[src/rtl/erase_dec_pkg.sv]
package erase_dec_pkg;

  typedef enum logic [2:0] {
    ST_IDLE,
    ST_UNL1,
    ST_UNL2,
    ST_SETUP,
    ST_SUNL1,
    ST_SUNL2,
    ST_BYP_SET,
    ST_BYP_EXIT
  } decState_t;

  // strobes from control to datapath
  typedef struct packed {
    logic fire;
    logic chipSel;
    logic clrSect;
  } ctrlStrb_t;

  // decoded write cycle, from datapath to control
  typedef struct packed {
    logic unlock1;
    logic unlock2;
    logic setup;
    logic bypEnter;
    logic chipFull;
    logic code80;
    logic code90;
    logic code10;
    logic code30;
    logic code00;
  } wrDecode_t;

endpackage

[src/rtl/erase_dec_data.sv]
module erase_dec_data
  import erase_dec_pkg::*;
#(
  parameter int ADDR_W = 16,
  parameter int SECT_W = 4,
  parameter int CMP_W  = 11
) (
  input  logic              clk,
  input  logic              rstN,
  input  logic [ADDR_W-1:0] wrAddr,
  input  logic [7:0]        wrData,
  input  ctrlStrb_t         strb,
  output wrDecode_t         dec,
  output logic              eraseStart,
  output logic              eraseChip,
  output logic [SECT_W-1:0] eraseSector
);

  localparam logic [CMP_W-1:0] ADR_A = CMP_W'(12'h555);
  localparam logic [CMP_W-1:0] ADR_B = CMP_W'(12'h2AA);

  logic [CMP_W-1:0] addrLow;
  logic             atA;
  logic             atB;

  assign addrLow = wrAddr[CMP_W-1:0];
  assign atA     = (addrLow == ADR_A);
  assign atB     = (addrLow == ADR_B);

  always_comb begin
    dec.unlock1  = atA && (wrData == 8'hAA);
    dec.unlock2  = atB && (wrData == 8'h55);
    dec.setup    = atA && (wrData == 8'h80);
    dec.bypEnter = atA && (wrData == 8'h20);
    dec.chipFull = atA && (wrData == 8'h10);
    dec.code80   = (wrData == 8'h80);
    dec.code90   = (wrData == 8'h90);
    dec.code10   = (wrData == 8'h10);
    dec.code30   = (wrData == 8'h30);
    dec.code00   = (wrData == 8'h00);
  end

  always_ff @(posedge clk or negedge rstN) begin
    if (!rstN) begin
      eraseStart  <= 1'b0;
      eraseChip   <= 1'b0;
      eraseSector <= '0;
    end else begin
      eraseStart <= strb.fire;
      if (strb.fire) begin
        eraseChip   <= strb.chipSel;
        eraseSector <= strb.chipSel ? '0 : wrAddr[ADDR_W-1 -: SECT_W];
      end else if (strb.clrSect) begin
        eraseSector <= '0;
      end
    end
  end

endmodule

[src/rtl/erase_dec_ctrl.sv]
module erase_dec_ctrl
  import erase_dec_pkg::*;
(
  input  logic      clk,
  input  logic      rstN,
  input  logic      wrStb,
  input  logic      eraseDone,
  input  wrDecode_t dec,
  output ctrlStrb_t strb,
  output logic      eraseBusy,
  output logic      bypassOn,
  output logic      readMode
);

  decState_t state, stateNxt;
  logic      bypNxt;
  logic      take;

  assign take = wrStb && !eraseBusy;

  always_comb begin
    stateNxt     = state;
    bypNxt       = bypassOn;
    strb.fire    = 1'b0;
    strb.chipSel = 1'b0;
    strb.clrSect = eraseBusy && eraseDone;
    if (take) begin
      stateNxt = ST_IDLE;
      unique case (state)
        ST_IDLE: begin
          if (bypassOn) begin
            if (dec.code80)      stateNxt = ST_BYP_SET;
            else if (dec.code90) stateNxt = ST_BYP_EXIT;
          end else if (dec.unlock1) begin
            stateNxt = ST_UNL1;
          end
        end
        ST_UNL1:  if (dec.unlock2) stateNxt = ST_UNL2;
        ST_UNL2: begin
          if (dec.setup)         stateNxt = ST_SETUP;
          else if (dec.bypEnter) bypNxt   = 1'b1;
        end
        ST_SETUP: if (dec.unlock1) stateNxt = ST_SUNL1;
        ST_SUNL1: if (dec.unlock2) stateNxt = ST_SUNL2;
        ST_SUNL2: begin
          if (dec.chipFull) begin
            strb.fire    = 1'b1;
            strb.chipSel = 1'b1;
          end else if (dec.code30) begin
            strb.fire = 1'b1;
          end
        end
        ST_BYP_SET: begin
          if (dec.code10) begin
            strb.fire    = 1'b1;
            strb.chipSel = 1'b1;
          end else if (dec.code30) begin
            strb.fire = 1'b1;
          end
        end
        ST_BYP_EXIT: if (dec.code00) bypNxt = 1'b0;
        default: stateNxt = ST_IDLE;
      endcase
    end
  end

  always_ff @(posedge clk or negedge rstN) begin
    if (!rstN) begin
      state     <= ST_IDLE;
      bypassOn  <= 1'b0;
      eraseBusy <= 1'b0;
    end else begin
      state    <= stateNxt;
      bypassOn <= bypNxt;
      if (strb.fire)                  eraseBusy <= 1'b1;
      else if (eraseBusy && eraseDone) eraseBusy <= 1'b0;
    end
  end

  assign readMode = (state == ST_IDLE) && !eraseBusy;

endmodule

[src/rtl/erase_cmd_decoder.sv]
module erase_cmd_decoder
  import erase_dec_pkg::*;
#(
  parameter int ADDR_W = 16,
  parameter int SECT_W = 4
) (
  input  logic              clk,
  input  logic              rstN,
  input  logic              wrStb,
  input  logic [ADDR_W-1:0] wrAddr,
  input  logic [7:0]        wrData,
  input  logic              eraseDone,
  output logic              eraseStart,
  output logic              eraseChip,
  output logic [SECT_W-1:0] eraseSector,
  output logic              eraseBusy,
  output logic              bypassOn,
  output logic              readMode
);

  localparam int CMP_W = 11;

  ctrlStrb_t strb;
  wrDecode_t dec;

  erase_dec_ctrl uCtrl (
    .clk       (clk),
    .rstN      (rstN),
    .wrStb     (wrStb),
    .eraseDone (eraseDone),
    .dec       (dec),
    .strb      (strb),
    .eraseBusy (eraseBusy),
    .bypassOn  (bypassOn),
    .readMode  (readMode)
  );

  erase_dec_data #(
    .ADDR_W (ADDR_W),
    .SECT_W (SECT_W),
    .CMP_W  (CMP_W)
  ) uData (
    .clk         (clk),
    .rstN        (rstN),
    .wrAddr      (wrAddr),
    .wrData      (wrData),
    .strb        (strb),
    .dec         (dec),
    .eraseStart  (eraseStart),
    .eraseChip   (eraseChip),
    .eraseSector (eraseSector)
  );

endmodule

[config.mk]
export PLATFORM = sky130hd
export DESIGN_NAME = erase_cmd_decoder
export DESIGN_NICKNAME = d
export VERILOG_FILES = /design/src/rtl/erase_dec_pkg.sv /design/src/rtl/erase_dec_data.sv /design/src/rtl/erase_dec_ctrl.sv /design/src/rtl/erase_cmd_decoder.sv
export SDC_FILE = /design/constraint.sdc
export NUM_CORES = 1
export LEC_CHECK = 0
export BUFFER_PORTS_ARGS = -buffer_cell sky130_fd_sc_hd__clkbuf_2
export CAP_MARGIN = 10
export CORE_MARGIN = 2
export CORE_UTILIZATION = 40
export DETAILED_ROUTE_END_ITERATION = 10
export HOLD_SLACK_MARGIN = 0.15
export PLACE_DENSITY = 0.74
export SLEW_MARGIN = 40
export SYNTH_ARGS = -nofsm -noshare
export SYNTH_HDL_FRONTEND = slang
export SYNTH_SLANG_ARGS = --single-unit
[constraint.sdc]
create_clock -name clk -period 1.6 [get_ports clk]
set_input_delay 0.08 -clock clk [delete_from_list [all_inputs] [get_ports clk]]
set_output_delay 0.08 -clock clk [all_outputs]
set_load 0.02 [all_outputs]
======== Word level (Yosys, flattened, before mapping) ========
Cells that the tools add are included.
word-level totals
  word-level logic and storage cells ...... 64
  register bits ........................... 11
operators by class
  equal/unequal tests ..................... 19
  reductions and logical operators ........ 14
  mux-type cells .......................... 25
operators with widths
  cell                    count
  $eq A8 B8 Y1 const B    3
  $eq A8 B6 Y1 const B    2
  $mux W3                 5
  $pmux W3 S5             1
  $eq A3 B3 Y1 const B    4
  $mux W4                 3
  $eq A11 B10 Y1 const B  1
  $eq A11 B11 Y1 const B  1
  $mux W1                 11
  $eq A8 B5 Y1 const B    1
  $eq A8 B7 Y1 const B    1
  $logic_and A1 B1 Y1     8
  $logic_not A8 Y1        1
  $eq A3 B2 Y1 const B    2
  $mux W2                 3
  $ne A2 B2 Y1 const B    3
  $reduce_and A5 Y1       1
  $pmux W2 S2             1
  $reduce_bool A2 Y1      2
  $eq A3 B1 Y1 const B    1
  $logic_not A3 Y1        1
  $pmux W1 S2             1
  $logic_not A1 Y1        1

======== Logic depth before layout (Yosys ltp) ========
Gate-level depths: netlist of run 1.
  depth after elaboration ................. 7
  depth in mapped cells ................... 5

======== By module ========
Synthesis of run 1 repeated with hierarchy kept, for this count alone.
second synthesis, totals
  cells, all modules ...................... 90
  area total of the unflattened synthesis .. 820.8 µm²
modules (own cells, without submodules)
  module          cells an instance  times used  seq. area each (µm²)  area an instance (µm²)
  erase_dec_ctrl  48                 1           125.1                 431.7
  erase_dec_data  42                 1           150.1                 389.1

======== Worst setup path before layout of run 1 ========
No wires, ideal clock.
  path kind ............................... register -> register
  start ................................... reg uCtrl.state[1]
  end ..................................... reg uCtrl.state[0]
  clock period less this slack ............ 1.618 ns
  arrival time ............................ 1.532 ns
  library setup time ...................... 0.087 ns
  cell stages (with the launch flop) ...... 6
  path buffers ............................ 1
  path slack .............................. -0.018 ns
  cells stage by stage .................... dfrtp_1 clkbuf_1 or4b_1 nor4_1 a22oi_1 o211ai_1
on the way
  cells in the longest elaborated chain, start to end .. 2
RTL lines
  what                                        RTL line              source
  start, declared                             erase_dec_ctrl.sv:15  decState_t state, stateNxt;
  start signal, assigned                      erase_dec_ctrl.sv:73  state <= stateNxt;
  $eq A3 B3 Y1, or another cell as far along  erase_dec_ctrl.sv:29  unique case (state)
  $pmux W3 S5 *                               erase_dec_ctrl.sv:29
Every way passes the cells marked *; elsewhere a longest branch is shown, timed or not.
A chain may end at the register's enable or synchronous reset.

======== Worst setup path after layout of run 1 ========
  start ................................... reg uCtrl.state[0]
  end ..................................... reg uCtrl.state[2]
The elaborated chain is that of the path after synthesis.

==> results of run 1 <==
synthesized netlist by cell type (2+ instances only):
master | n | area, um^2
sky130_fd_sc_hd__dfrtp_1 | 11 | 275
sky130_fd_sc_hd__nand3b_1 | 2 | 15.0
sky130_fd_sc_hd__clkbuf_1 | 2 | 7.51
sky130_fd_sc_hd__a22oi_1 | 3 | 22.5
sky130_fd_sc_hd__or4b_1 | 4 | 40.0
sky130_fd_sc_hd__inv_1 | 3 | 11.3
sky130_fd_sc_hd__a21oi_1 | 4 | 20.0
sky130_fd_sc_hd__nand4b_1 | 4 | 35.0
sky130_fd_sc_hd__a22o_1 | 4 | 35.0
sky130_fd_sc_hd__nand3_1 | 2 | 10.0
sky130_fd_sc_hd__o21ai_1 | 2 | 10.0
sky130_fd_sc_hd__nand2_1 | 2 | 7.51
sky130_fd_sc_hd__and4_1 | 2 | 17.5
sky130_fd_sc_hd__and2_1 | 2 | 12.5
sky130_fd_sc_hd__nor3_1 | 5 | 25.0
sky130_fd_sc_hd__nor2_1 | 3 | 11.3
sky130_fd_sc_hd__nor4_1 | 5 | 31.3
kinds of logic after synthesis:
family / after synthesis
AOI/OAI and AO/OA: 21
xor gates and xnor gates: 1
buffers and inverters: 6
and+or+nand+nor: 39
DFF: 11
per-stage QoR:
stage | hold WS, ns | utilization, % | setup TNS, ns
finish | 0.230 | 66.5 | -0.0165
global route | 0.246 | 66.5 | -0.201
CTS | 0.222 | 65.3 | -0.00810
detailed placement | -0.0330 | 58.7 | -0.157
global placement | -0.0370 | 58.7 | -0.131
floorplan | -0.216 | - | 0
power by group through the flow:
stage	clock (mW)	sequential, mW	combinational (mW)
after global routing	0.206	0.278	0.101
after global placement	0	0.283	0.0740
after floorplan	0	0.283	0.0234
after CTS	0.188	0.278	0.0914
final	0.178	0.278	0.0922
after detailed placement	0	0.283	0.0756
timing repair:
action,CTS,global route
endpoints found under the setup margin,1,3
hold endpoints to repair,17,0
resized for setup,3,3
hold buffers,7,0
setup buffers,0,1
gates cloned,0,0
pin swaps,0,1
worst paths after layout:
check / to / slack [ns] / cells after the start
max: uCtrl.state[2] / -0.01 / 5
min: uData.eraseChip / 0.23 / 2
max reg2reg: uCtrl.state[2] / -0.01 / 5
min reg2reg: uData.eraseChip / 0.50 / 1
max in group asynchronous: uCtrl.state[2] / 1.16 / 2
min in group clk: uCtrl.state[0] / 0.23 / 4
cell type report:
| class | count | area [um^2] | area share, % |
|---|---|---|---|
| Sequential cell | 11 | 275 | 23.5 |
| Timing Repair Buffer | 53 | 332 | 28.3 |
| Clock buffer | 4 | 26.3 | 2.24 |
| Multi-Input combinational cell | 61 | 497 | 42.4 |
| Tap cell | 25 | 31.3 | 2.67 |
| Inverter | 3 | 11.3 | 0.961 |
cells in the final DEF (no fill, tap or decap), drive strengths merged, types with 3 or more instances in the layout:
cell type	Yosys	final
nor4	6	6
inv	3	3
dfrtp	11	11
a22oi	3	3
or4b	5	5
a21oi	4	4
a22o	4	4
nand4b	4	4
nor3	5	5
clkbuf	2	39
dlygate4sd3	0	7
nor2	3	3
buf	1	11
o21ai	3	3
per-layer routing:
layer	global-route usage [%]	wire [um]	part of all wire, %
met1	22.7	896	41
met3	2.64	147	6.7
met5	0	0	0
met4	9.19	34	1.6
met2	39.2	1110	51
worst max-delay path, cell delays in order (launching register included):
cell and delay (ns):
sky130_fd_sc_hd__dfrtp_1 0.41, sky130_fd_sc_hd__buf_6 0.14, sky130_fd_sc_hd__or4b_4 0.49, sky130_fd_sc_hd__nor4_4 0.31
sky130_fd_sc_hd__a31oi_1 0.07, sky130_fd_sc_hd__o21ai_1 0.12
registers in the layout, indices dropped and copies added, names as in the netlist:
signal / cells
uData.eraseSector: 4
uCtrl.state: 3
uCtrl.bypassOn: 1
uCtrl.eraseBusy: 1
uData.eraseChip: 1
uData.eraseStart: 1
==> parameters.txt, run 1 <==
Parameter                              Value

Synth
  Count of warnings emitted by yosys    0
  Dominant combinational cell family by area after synthesis    simple AND/OR/NAND/NOR gates
  Post-synthesis cell count    78
  Simple-gate area share of the yosys netlist    between 30 and 40%
  Adder-Cell Fraction of Synth Area    0%
  Net Count, Synth    around 110
  Synthesized-area fraction occupied by ao, oa, aoi and oai cells    23.1%
  Number of unique standard cell types used by synthesis    35
  Multiplexer area fraction after synthesis    0%
  Post-synthesis average cell area    9.74 um^2
  Most used flip-flop cell after synthesis    sky130_fd_sc_hd__dfrtp_1
  Number of flip-flops and latches in the synthesized netlist    11
  Synthesized cell area    759 um^2
  Post-synthesis share of cell area spent on xor and xnor gates    1.15%
  Share of flip-flops with an asynchronous set or reset after synthesis    100%
  Number of flops mapped to enable cells by yosys    0
  Portion of the post-synthesis area used by sequential elements    36.2%

Layout
  Fin nets    161
  Signed area change from the synthesized netlist to the final layout    54.4%
  Layout filler cell count    roughly 160
  Layout cells sized above 1    43.2%
  Antenna fix cells    0
  Filler-free cell count of the finished design    157
  Area of all placed cells without fillers    1170 um^2

Pwr
  Pwr/cell area    468 nW/um^2
  Clk network pwr share    32.5%
  Power dissipated by switching net loads    about 130 uW
  Switching Share    22.9%
  Internal Dissipation    423 uW
  Leakage power    0.581 nW
  Design Power    around 550 uW
  Part of the power in registers    50.7%
  Worst IR drop on VDD    0.274 mV
  Share of total power in combinational logic    16.8%

Worst setup path
  Worst setup SP type    register
  Highest net fanout along the worst path    4
  Worst path required time    1.78 ns
  Origin of the worst setup path    uCtrl.state[0]
  Crit. End Element    register
  Critical path type    reg -> reg
  Reg2reg start    uCtrl.state[0]
  Data arrival at the endpoint of the critical path    1.79 ns

Place
  Post-placement cell count    ~150
  Area after DPL    1030 um^2
  RD Place Congestion    0.886
  Port buffer count    35
  Post-detailed-placement half-perimeter wirelength    1710 um
  Pre-CTS worst setup slack    -0.0420 ns

CTS
  Clock tree root buffer cell    sky130_fd_sc_hd__clkbuf_4
  Maximum root-to-sink buffer count    2
  Clock insertion delay at the later pin of the skew report    between 0.2 and 0.3 ns
  Clock tree from TritonCTS    built
  Total number of H-tree levels    1
  Sink Count    11
  Clock transition time at the flip-flop clock pins of the worst setup and hold paths    about 0.060 ns
  Number of clock buffers inserted by TritonCTS    3

Floorplan
  Boundary pin count    37
  Die boundary height    47.6 um
  Core Box Area    1760 um^2
  Floorplan die width    47.6 um
  # rows    15
  Die footprint    roughly 2300 um^2
  Initial Util    43.0%

STA
  Final number of max-transition violations    0
  Setup repair after global routing missed its margin    yes
  Count of endpoints failing setup in the final report    2
  Final period util    101%
  Tightest slew margin relative to the limit    approximately three quarters
  Clock period minus final worst setup slack    1.61 ns
  Achievable clock frequency    621 MHz
  Setup clock skew after layout    between 0.0005 and 0.0006 ns
  Final Hold Violating Endpoints    0
  Worst slew pin tran    0.400 ns
  Setup WS post-layout    -0.0113 ns

Run status
  Violations in the final reports    negative setup slack
  Outcome    finished with violations

Route
  DR iter-0 viols    17
  Routed vias/inst    5.83
  Vias after detailed routing    slightly above 900
  TritonRoute pass-1 iters    4
  Routed WL    ~2200 um
  Final routed wire length divided by cell count    13.9 um
  ANT nets after route    0
  DRC errors left    0

GRT
  First-pass GRT wire length    3330 um
  Initial antenna violation count    0
  Overall overflow remaining after global route    0
  Vias in the first global route    831
  Largest net degree at the start of global routing    12
  GRT Overall Usage    roughly a fifth

Flow run
  Number of max-cap violations    0

Min path
  Hold WC Path Type    in -> async
Power figures use the tool's default switching activity.
==> inputs of run 2 (changes only) <==
--- a/config.mk
+++ b/config.mk
@@ -8,10 +8,10 @@
 export BUFFER_PORTS_ARGS = -buffer_cell sky130_fd_sc_hd__clkbuf_2
 export CAP_MARGIN = 10
 export CORE_MARGIN = 2
-export CORE_UTILIZATION = 40
+export CORE_UTILIZATION = 48
 export DETAILED_ROUTE_END_ITERATION = 10
 export HOLD_SLACK_MARGIN = 0.15
-export PLACE_DENSITY = 0.74
+export PLACE_DENSITY = 0.83
 export SLEW_MARGIN = 40
 export SYNTH_ARGS = -nofsm -noshare
 export SYNTH_HDL_FRONTEND = slang
==> constraint.sdc (replaced) <==
create_clock -name clk -period 1.86 [get_ports clk]
set_input_delay 0.093 -clock clk [delete_from_list [all_inputs] [get_ports clk]]
set_output_delay 0.093 -clock clk [all_outputs]
set_load 0.02 [all_outputs]
==> parameters.txt, run 2 (same netlist as run 1, synthesis figures left out) <==
Parameter                              Value

Run status
  Outcome    finished clean

Floorplan
  Die footprint    1920 um^2 (-15%)
  Boundary pin count    37 (unchanged)
  Floorplan die width    43.8 um (-8.0%)
  Die boundary height    43.8 um (-8.0%)
  Core Box Area    1490 um^2 (-16%)
  Initial Util    51.0% (+8.0 points)
  # rows    14 (-1)

Layout
  Antenna fix cells    0 (unchanged)
  Layout filler cell count    122 (-21%)
  Area of the multi-input gates    460 um^2 (-7.3%)
  Flip-flop count of the largest register, all copies and words added    4 (unchanged)
  Most frequent cells in the layout    35 x sky130_fd_sc_hd__clkbuf_2, 11 x sky130_fd_sc_hd__dfrtp_1, 6 x sky130_fd_sc_hd__dlygate4sd3_1
  Largest regs    uData.eraseSector: 4 flops, uCtrl.state: 3 flops
  Most common cell after layout, fill and taps aside    sky130_fd_sc_hd__clkbuf_2
  Core occupancy in the finished layout    70.6% (+4.1 points)
  Area of all sequential standard cells    275 um^2 (unchanged)
  Signed area change from the synthesized netlist to the final layout    38.4%
  Layout cells sized above 1    36.6% (-6.6 points)
  Biggest register    uData.eraseSector
  Fin nets    152 (-5.6%)

STA
  Setup repair after global routing missed its margin    no
  Final period util    90.5% (-10 points)
  Accumulated negative setup slack    0 ns (+0.0165 ns)
  Clock period minus final worst setup slack    1.68 ns (+0.0720 ns)
  Final Hold Violating Endpoints    0 (unchanged)
  Worst slew pin tran    0.493 ns (+0.0935 ns)
  Tightest slew margin relative to the limit    66.8% (-6.3 points)
  Count of endpoints failing setup in the final report    0 (-2)
  Final number of max-transition violations    0 (unchanged)
  Setup clock skew after layout    0.0147 ns (+0.0141 ns)
  Achievable clock frequency    594 MHz (-4.3%)

Worst setup path
  Cell breakdown of the critical path    or4b_1 > nor4_1 > a22oi_1 > o211ai_1
  Capturing point of the worst reg2reg path    uCtrl.state[0]
  Cell depth of the worst setup path    4 (-1)
  Reg-to-reg setup timing slack    0.18 ns (+0.19 ns)
  Data arrival at the endpoint of the critical path    1.87 ns (+0.08 ns)
  Crit path buf inv count    0 (-1)
  Critical path type    reg -> reg
  Reg2reg start    uCtrl.state[1]
  R2R cell count    4 (-1)
  Crit. End Element    register
  Crit path max-delay family    simple AND/OR/NAND/NOR gates
  Worst path required time    2.04 ns (+0.26 ns)
  Highest net fanout along the worst path    7 (+3)
  Worst setup SP type    register
  Worst-path cell with the longest stage delay    sky130_fd_sc_hd__or4b_1
  Delay of the slowest critical-path stage    0.53 ns (+0.04 ns)

Place
  Post-detailed-placement half-perimeter wirelength    1620 um (-4.8%)
  RD Place Congestion    0.932 (+5.1%)
  Port buffer count    35 (unchanged)

Min path
  Hold path endpoint    uCtrl.bypassOn
  Hold Path Depth    3
  Hold WC Path Type    in -> reg
  Min-Delay Startpoint    wrData[5]

CTS
  Clock insertion delay at the later pin of the skew report    0.28 ns (+0.02 ns)
  Clock tree root buffer cell    sky130_fd_sc_hd__clkbuf_4
  Total number of H-tree levels    1 (unchanged)
  Maximum root-to-sink buffer count    2 (unchanged)
  Clock tree from TritonCTS    built
  Number of gates resized after CTS    0 (-3)
  Clock transition time at the flip-flop clock pins of the worst setup and hold paths    0.08 ns (+0.02 ns)
  Sink Count    11 (unchanged)
  Number of clock buffers inserted by TritonCTS    3 (unchanged)

Route
  Routed WL    2060 um (-5.9%)
  TritonRoute pass-1 iters    4 (unchanged)
  ANT nets after route    0 (unchanged)
  Highest metal layer used by the detailed router    met4
  Met2 WL post-DR    1050 um (-4.9%)
  Met1 WL    829 um (-7.5%)
  Final routed wire length divided by cell count    14.8 um (+6.3%)
  Vias after detailed routing    836 (-8.7%)
  Routed vias/inst    6.01 (+3.1%)
  DR iter-0 viols    12 (-5)
  DRC errors left    0 (unchanged)
  Wire length on met3    123 um (-16%)

GRT
  Initial antenna violation count    0 (unchanged)
  Vias in the first global route    802 (-3.5%)
  First-pass GRT wire length    3370 um (+1.5%)
  Overall overflow remaining after global route    0 (unchanged)
  GRT Overall Usage    24.1% (+3.5 points)
  Largest net degree at the start of global routing    12 (unchanged)

Pwr
  Leakage power    0.507 nW (-13%)
  Pwr/cell area    456 nW/um^2 (-2.5%)
  Worst IR drop on VDD    0.385 mV (+40%)

Flow run
  Number of max-cap violations    0 (unchanged)
-- run 2: cell types whose count changed in the layout (fill, tap and decap cells not counted), moves of 2 or more --
cell / before / now
sky130_fd_sc_hd__buf_4: 10 / 3
sky130_fd_sc_hd__nor4_4: 2 / 0
sky130_fd_sc_hd__or4b_1: 2 / 4
sky130_fd_sc_hd__or4b_4: 3 / 1
-- run 2: timing repair --
item / in CTS / in global routing
hold buffers: 6 / 0
buffers inserted: 0 / 0
endpoints found under the hold margin: 16 / 0
endpoints found under the setup margin: 0 / 0
-- run 2: through the flow --
step	cells	hold slack, ns	setup WS, ns	instance area (um^2)	power (mW)
3_5_place_dp	129	-0.0177	0.188	965	0.306
5_1_grt	139	0.177	0.0847	1050	0.502
2_1_floorplan	78	-0.203	0.242	759	0.263
3_3_place_gp	129	-0.0267	0.220	965	0.303
4_1_cts	139	0.153	0.202	1050	0.479
6_report	139	0.154	0.177	1050	0.479
-- run 2: how the worst max path moves through the flow --
stage | from | to | slack, ns
6_report | uCtrl.state[1] | uCtrl.state[0] | 0.18
5_1_grt | uCtrl.state[2] | uCtrl.state[0] | 0.08
4_1_cts | uCtrl.state[2] | uCtrl.state[0] | 0.20
3_5_place_dp | wrAddr[1] | uData.eraseSector[3] | 0.19
3_3_place_gp | wrAddr[1] | uData.eraseSector[2] | 0.22
2_1_floorplan | uCtrl.state[1] | uCtrl.state[0] | 0.24
-- run 2: area by class of cell --
cell class / count / share of cell area [%]
inverter: 3 / 1.07
clock buffer: 4 / 2.50
tap: 16 / 1.90
sequential: 11 / 26.2
timing repair buffer: 44 / 24.5
multi-input combinational: 61 / 43.8
-- run 2: report_power, final --
| group | switching [mW] | internal (mW) |
|---|---|---|
| clock | 0.0849 | 0.0832 |
| combinational | 0.0346 | 0.0377 |
| sequential | 0.000000697 | 0.239 |
| total | 0.120 | 0.360 |
-- run 2: worst reg2reg max path, cell delays in order (launching register included) --
cell and delay (ns):
sky130_fd_sc_hd__dfrtp_1 0.45, sky130_fd_sc_hd__or4b_1 0.53, sky130_fd_sc_hd__nor4_1 0.38, sky130_fd_sc_hd__a22oi_1 0.13
sky130_fd_sc_hd__o211ai_1 0.11
-- run 2: per-layer routing --
layer	vias to the layer above	GRT usage, %
li1	407	-
met1	388	27.0
met2	37	44.4
met3	4	2.08
met4	0	12.7
met5	-	0
